`src/rtl/intagg_pkg.sv`:
```
package intagg_pkg;
   localparam int unsigned EN_WORD = 0;
   localparam int unsigned ST_WORD = 1;

   typedef enum logic [1:0] {
      BUS_NONE = 2'd0,
      BUS_EN   = 2'd1,
      BUS_ST   = 2'd2
   } bus_tgt_e;
endpackage

```
`src/rtl/intagg_enable.sv`:
```
module intagg_enable #(
   parameter int unsigned N = 32
) (
   input  logic         clk,
   input  logic         rst_n,
   input  logic         wr_i,
   input  logic [N-1:0] wdata_i,
   output logic [N-1:0] en_o,
   output logic [N-1:0] mask_o,
   output logic [N-1:0] stored_o
);
   logic [N-1:0] en_q, mask_q, stored_q;
   logic [N-1:0] en_d, mask_d, stored_d;
   logic [N-1:0] grown, diff;

   always_comb begin
      en_d     = en_q;
      mask_d   = mask_q;
      stored_d = stored_q;
      grown    = en_q | wdata_i;
      diff     = stored_q ^ wdata_i;
      if (wr_i) begin
         stored_d = wdata_i;
         if (wdata_i == '0 && en_q == '0) begin
            en_d = en_q;
         end else if (grown != en_q) begin
            en_d = grown;
         end else if ((diff & wdata_i) != '0) begin
            mask_d = mask_q & ~diff;
         end else begin
            mask_d = mask_q | diff;
         end
      end
   end

   always_ff @(posedge clk) begin
      if (!rst_n) begin
         en_q     <= '0;
         mask_q   <= '0;
         stored_q <= '0;
      end else begin
         en_q     <= en_d;
         mask_q   <= mask_d;
         stored_q <= stored_d;
      end
   end

   assign en_o     = en_q;
   assign mask_o   = mask_q;
   assign stored_o = stored_q;
endmodule

```
`src/rtl/intagg_status.sv`:
```
module intagg_status #(
   parameter int unsigned N = 32
) (
   input  logic         clk,
   input  logic         rst_n,
   input  logic [N-1:0] src_i,
   input  logic [N-1:0] en_i,
   input  logic [N-1:0] mask_i,
   input  logic         wr_i,
   input  logic [N-1:0] wdata_i,
   output logic [N-1:0] status_o,
   output logic [N-1:0] pending_o,
   output logic         irq_o,
   output logic         err_o
);
   logic [N-1:0] st_q, pd_q, st_d, pd_d, pick;
   logic         irq_q, irq_d, err_q, err_d;

   always_comb begin
      st_d  = st_q;
      pd_d  = pd_q;
      irq_d = irq_q;
      err_d = 1'b0;
      if (wr_i) begin
         if (wdata_i == '0) begin
            err_d = 1'b1;
         end else begin
            st_d = st_d & ~wdata_i;
            if (wdata_i != '1 && st_d == '0) begin
               if (pd_d != '0) begin
                  st_d  = pd_d;
                  pd_d  = '0;
                  irq_d = 1'b1;
               end else begin
                  irq_d = 1'b0;
               end
            end
         end
      end
      pick = src_i & en_i;
      if (pick != '0) begin
         if ((pick & mask_i) != '0 || (pick & st_d) != '0) begin
            pd_d = pd_d | pick;
         end else begin
            st_d  = pick;
            irq_d = 1'b1;
         end
      end
   end

   always_ff @(posedge clk) begin
      if (!rst_n) begin
         st_q  <= '0;
         pd_q  <= '0;
         irq_q <= 1'b0;
         err_q <= 1'b0;
      end else begin
         st_q  <= st_d;
         pd_q  <= pd_d;
         irq_q <= irq_d;
         err_q <= err_d;
      end
   end

   assign status_o  = st_q;
   assign pending_o = pd_q;
   assign irq_o     = irq_q;
   assign err_o     = err_q;
endmodule

```
`src/rtl/intagg_top.sv`:
```
module intagg_top
   import intagg_pkg::*;
#(
   parameter int unsigned N_SRC   = 32,
   parameter int unsigned ADDR_W  = 2,
   parameter bit          SRC_REG = 1'b1
) (
   input  logic                clk,
   input  logic                rst_n,
   input  logic [N_SRC-1:0]    src_i,
   input  logic                wr_i,
   input  logic [N_SRC/8-1:0]  be_i,
   input  logic [ADDR_W-1:0]   addr_i,
   input  logic [N_SRC-1:0]    wdata_i,
   output logic [N_SRC-1:0]    rdata_o,
   output logic                irq_o,
   output logic                err_o
);
   localparam int unsigned BE_W = N_SRC / 8;

   if (N_SRC % 8 != 0 || N_SRC < 8) begin : g_bad_width
      $error("N_SRC must be a nonzero multiple of 8");
   end
   if ((2 ** ADDR_W) <= ST_WORD) begin : g_bad_addr
      $error("ADDR_W too small for the register map");
   end

   logic [N_SRC-1:0] src_s, en_w, mask_w, stored_w, status_w, pending_w;
   logic             full_wr;
   bus_tgt_e         tgt;

   if (SRC_REG) begin : g_src_reg
      logic [N_SRC-1:0] src_q;
      always_ff @(posedge clk) begin
         if (!rst_n) src_q <= '0;
         else        src_q <= src_i;
      end
      assign src_s = src_q;
   end else begin : g_src_direct
      assign src_s = src_i;
   end

   assign full_wr = wr_i && (be_i == {BE_W{1'b1}});

   always_comb begin
      tgt = BUS_NONE;
      if (full_wr && addr_i == ADDR_W'(EN_WORD)) tgt = BUS_EN;
      if (full_wr && addr_i == ADDR_W'(ST_WORD)) tgt = BUS_ST;
   end

   intagg_enable #(.N(N_SRC)) u_enable (
      .clk      (clk),
      .rst_n    (rst_n),
      .wr_i     (tgt == BUS_EN),
      .wdata_i  (wdata_i),
      .en_o     (en_w),
      .mask_o   (mask_w),
      .stored_o (stored_w)
   );

   intagg_status #(.N(N_SRC)) u_status (
      .clk       (clk),
      .rst_n     (rst_n),
      .src_i     (src_s),
      .en_i      (en_w),
      .mask_i    (mask_w),
      .wr_i      (tgt == BUS_ST),
      .wdata_i   (wdata_i),
      .status_o  (status_w),
      .pending_o (pending_w),
      .irq_o     (irq_o),
      .err_o     (err_o)
   );

   always_comb begin
      rdata_o = '0;
      if (addr_i == ADDR_W'(EN_WORD)) rdata_o = stored_w;
      if (addr_i == ADDR_W'(ST_WORD)) rdata_o = status_w;
   end
endmodule

```
`config.mk`:
```
export PLATFORM = sky130hd
export DESIGN_NAME = intagg_top
export DESIGN_NICKNAME = d
export VERILOG_FILES = /design/src/rtl/intagg_pkg.sv /design/src/rtl/intagg_enable.sv /design/src/rtl/intagg_status.sv /design/src/rtl/intagg_top.sv
export SDC_FILE = /design/constraint.sdc
export NUM_CORES = 1
export LEC_CHECK = 0
export ABC_CLOCK_PERIOD_IN_PS = 4200
export BUFFER_PORTS_ARGS = -buffer_cell sky130_fd_sc_hd__buf_2
export CORE_MARGIN = 2
export CORE_UTILIZATION = 45
export DETAILED_ROUTE_END_ITERATION = 6
export SYNTH_ARGS = -nofsm -noshare
export SYNTH_HDL_FRONTEND = slang
export SYNTH_SLANG_ARGS = --single-unit
```
`constraint.sdc`:
```
create_clock -name clk -period 4.2 [get_ports clk]
set_clock_uncertainty 0.1 [all_clocks]
set_input_delay 0.84 -clock clk [delete_from_list [all_inputs] [get_ports clk]]
set_output_delay 0.84 -clock clk [all_outputs]
set_load 0.05 [all_outputs]
```
* Word-level counts from Yosys, hierarchy flattened *
Cells that the tools add are included.
Widths: inputs -> output; s select.

word-level totals
  register bits = 194
  input port bits = 73
  memory bits (writable) = 0
  bits in read-only memories = 0
  memories kept = 0
  latch bits = 0
  output and inout port bits = 34

operators by class
  reductions and logical operators = 18
  div/mod/pow operators = 0
  add/sub/neg operators = 0
  shifts and indexed selects = 0
  muxes and demuxes = 24
  $mul = 0
  equal/unequal tests = 6
  bitwise logic cells = 14
  order comparisons = 0

operators with widths
  kind                  number
  $mux 32               15
  $and 32x32->32        6
  $reduce_bool 32->1    5
  $logic_not 32->1      3
  $or 32x32->32         3
  $not 32->32           2
  $ne 32x32->1          1
  $ne 32x32->1 const B  1
  $xor 32x32->32        1
  $mux 1                8
  $reduce_and 3->1      2
  $logic_and 1x1->1     5
  $eq 2x1->1 const B    2
  $eq 4x4->1 const B    1
  $eq 2x2->1 const B    1
  $logic_not 2->1       1
  $mux 2                1
  $not 1->1             2
  $reduce_and 2->1      1
  $logic_or 1x1->1      1

* Depth between registers and ports, before layout *
  depth after elaboration = 12
  depth in mapped cells = 13

* Modules after synthesis *
A second synthesis with hierarchy kept.

unflattened totals
  cell total of the unflattened synthesis = 1251
  area, all modules = 10892.9 sq um

by module, submodules not included
  module         area an instance (sq um)  seq. area each (sq um)  cells an instance  instances
  intagg_enable  4909.7                    1921.8                  538                1
  intagg_status  4574.4                    1321.3                  569                1
  intagg_top     1408.9                    640.6                   144                1

* Worst setup path before layout *
No wires, ideal clock.

  path type = input -> register
  start = input addr_i[1]
  end = register u_status.st_q[10] (netlist: u_status.status_o[10])
  required time = 4.028 ns
  arrival time = 3.201 ns
  cell stages on the path = 11
  path slack = 0.827 ns
  path through = buf_2 > and3b_1 > buf_4 > a31oi_1 > or4_1 > a2111oi_0 > and3_1 > nand4_2 > nor3_4 > buf_6 > mux2i_1

between the ends
  word-level cells in the longest chain between the ends = 11
  elaborated cells on any way between the ends = 13
  classes of those cells = 2 x eq/ne; 5 x mux; 1 x bitwise; 5 x reduce/logical

RTL lines
  what                    RTL line             source
  start: declaration      intagg_top.sv:13     input logic [ADDR_W-1:0] addr_i,
  $logic_not 2->1         intagg_top.sv:47     if (full_wr && addr_i == ADDR_W'(EN_WORD)) tgt = BUS_EN;
  $logic_and 1x1->1       intagg_top.sv:47
  $mux 1                  intagg_top.sv:47
  $mux 2 *                intagg_top.sv:48     if (full_wr && addr_i == ADDR_W'(ST_WORD)) tgt = BUS_ST;
  $eq 2x2->1 *            intagg_top.sv:67     .wr_i (tgt == BUS_ST),
  $mux 32 *               intagg_status.sv:24  if (wr_i) begin
  $and 32x32->32          intagg_status.sv:42  if ((pick & mask_i) != '0 || (pick & st_d) != '0) begin
  $reduce_bool 32->1      intagg_status.sv:42
  $logic_or 1x1->1        intagg_status.sv:42
  $mux 32                 intagg_status.sv:42
  $mux 32 *               intagg_status.sv:41  if (pick != '0) begin
  end signal: assignment  intagg_status.sv:58  st_q <= st_d;
  end: declaration        intagg_status.sv:16  logic [N-1:0] st_q, pd_q, st_d, pd_d, pick;

Mark *: on every way between the ends. The rest lies on a longest branch, timed or not.
A chain may end at the register's enable or synchronous reset.

* Worst setup path in the final report *
  start = input addr_i[1]
  end = register u_status.st_q[6] (netlist: u_status.status_o[6])

The elaborated chain is that of the path after synthesis.

==> impl_metrics.toml <==
[grt]
grt_pass1_vias = 9408
grt_pass1_wl_um = 63900
grt_use_met3_pct = 7.13
grt_overflow_total = 0
grt_start_max_net_pins = 65
met1_usage_pct = 52.3
met2_usage_pct = 55.2
grt.busiest_layer = "met2"
track_usage_pct = 36.3
antenna_found_initial = 1

[route]
antenna_left = 0
firstDrtPassIters = 6
viasPerCell = 6.19
routedWlPerCell_um = 26.4
drtIter0Drc = 1312
wirelength_um = 44000
route.detailed.drc = 0
vias = 10300

[hold_path]
hp-class = "reg -> reg"
min-delay-start = "u_enable.stored_o[30]"

[timing]
tightest_slew_ns = 1.09
timing.hold.ws_ns = 0.378
rsz0062_at_grt = "no"
worst_slew_margin_rel_pct = 27.2
hold_violations = 0
setup_violations = 0
finalCritPeriodShare_pct = 82.5
max_freq_mhz = 289
fin_setup_tns_ns = 0
period_needed_ns = 3.46
slew_viol_final = 0

[critical_path]
worstPathRequired_ns = 4.47
worstPathMaxFanout = 22
crit_family = "simple AND/OR/NAND/NOR gates"
cp_slowest_cell = "or4_1"
rr_startpoint = "u_status.pending_o[18]"
worstPathArrival_ns = 3.73
cp-end-kind = "flop"
crit_start = "addr_i[1]"
crit_path_start_kind = "input pin"
path_class = "in -> reg"
worstPathCellList = "buf_2 > and3b_1 > a31oi_1 > or4_1 > nor4_1 > and3_1 > nand4_2 > nor3_4 > buf_12 > mux2i_1"
slowest_delay_ns = 0.53
path_buf_inv = 2

[synthesis]
ys.flop_type = "dfxtp_1"
synth-seq-cells = 194
yosysTopAreaCell = "dfxtp_1"
yosys_warnings = 0
synth_cell_types = 50
syn-num-nets = 1425
ys_seq_area_share_pct = 37.7
syn_area_um2 = 10300
ys_top_cells_by_area = "dfxtp_1, nand2_1, mux2i_1"
avgSynthCellArea_um2 = 7.80
async_flop_share_pct = 0
syn_inst = 1320
synth_top_area_share_pct = 37.7
synth_edf_count = 0

[clock_tree]
tritoncts = "yes"
insertion_delay_ns = 0.45
cts_setup_buffers = 0
cts-buffers-inserted = 17
post_cts_resized = 0
hold_buffers = 0
clockBufferDepth = 2
cts_root_buf = "clkbuf_16"
cts.sinks = 194
htreeDepth = 4
path_clk_slew_ns = 0.07

[finish]
final_layout_size_suffix_gt1_share_pct = 12.8
nFillCells = 2276
fin_util_pct = 51.4
n_antenna_cell = 0
final_cell_mix = "nand2_1, dfxtp_1, buf_2"
instances_no_fill = 1667
syn_to_final_growth_pct = 12.6
mostFrequentLayoutCell = "nand2_1"
nets = 1474

[outcome]
status = "complete, no violations"

[placed_design]
gp_congestion = 1.03
hpwl_um = 32800
dp_cells = 1635
portBuffers = 106

[floorplan]
start_util_pct = 45.6
coreArea_um2 = 22600
die-area_um2 = 24100
fp.dieW_um = 155
num_rows = 55
io_pins = 107
die_y_um = 155

[power_and_ir_drop]
peakVddDrop_mv = 0.220
p_per_area_nw_per_um2 = 333
finalPower_mw = 3.85
leakagePower_nw = 4.32

[flow_run]
maxCapViolations = 0
final cells by class:
| type | instances | area [µm²] | area share [%] |
|---|---|---|---|
| Sequential cell | 194 | 3880 | 33.5 |
| Timing Repair Buffer | 137 | 778 | 6.71 |
| Multi-Input combinational cell | 958 | 5750 | 49.6 |
| Tap cell | 285 | 357 | 3.08 |
| Inverter | 61 | 229 | 1.98 |
| Clock buffer | 19 | 433 | 3.73 |
| Clock inverter | 13 | 160 | 1.38 |
routing by layer:
metal | part of all wire [%] | wire length [µm]
met1 | 45 | 19600
met3 | 8.9 | 3910
met2 | 44 | 19200
met5 | 0.027 | 12
met4 | 2.9 | 1270
worst paths after layout:
path         depth (start not counted)                     to  slack (ns)
max                                 10   u_status.status_o[6]        0.74
min                                  2  u_enable.stored_o[30]        0.38
max reg2reg                         10   u_status.status_o[6]        0.98
min reg2reg                          2  u_enable.stored_o[30]        0.38
power by group:
group	internal [mW]	switching (mW)
combinational	0.0940	0.175
clock	0.855	0.837
sequential	1.86	0.0362
total	2.81	1.05
synth_stat cells (all sizes together) (7+ instances only):
cell type,n
a22o,27
and2,38
a21oi,38
ha,32
nor4,44
nand4,42
inv,61
o21ai,75
dfxtp,194
a21boi,67
clkbuf,88
nand2b,19
a32oi,7
nor2,67
nor2b,45
buf,19
and3,11
o22ai,15
nand3,94
mux2i,63
nand2,219
a31oi,14
per-stage QoR:
| stage | setup WS (ns) | cell area (µm²) |
|---|---|---|
| after CTS | 0.877 | 11600 |
| final | 0.736 | 11600 |
| after global placement | 0.532 | 11000 |
| after detailed placement | 0.406 | 11000 |
| after global routing | 0.644 | 11600 |
| after floorplan | 0.827 | 10300 |
logic make-up (layout without fill, tap and decap cells):
logic type                 after synthesis  count (layout)  synth area share, %
and+or+nand+nor                        593             593                 28.3
AOI/OAI and AO/OA                      269             269                 17.4
DFF                                    194             194                 37.7
buffers and inverters                  168             230                 6.53
muxes                                   64              64                 6.24
adders and majority gates               32              32                 3.89
worst min-delay path, cell delays in order, from the launching register on:
cell and delay (ns):
dfxtp_1 0.32, nand2_1 0.05, a21boi_0 0.06
Note: power is estimated with default switching activity, not from simulation.
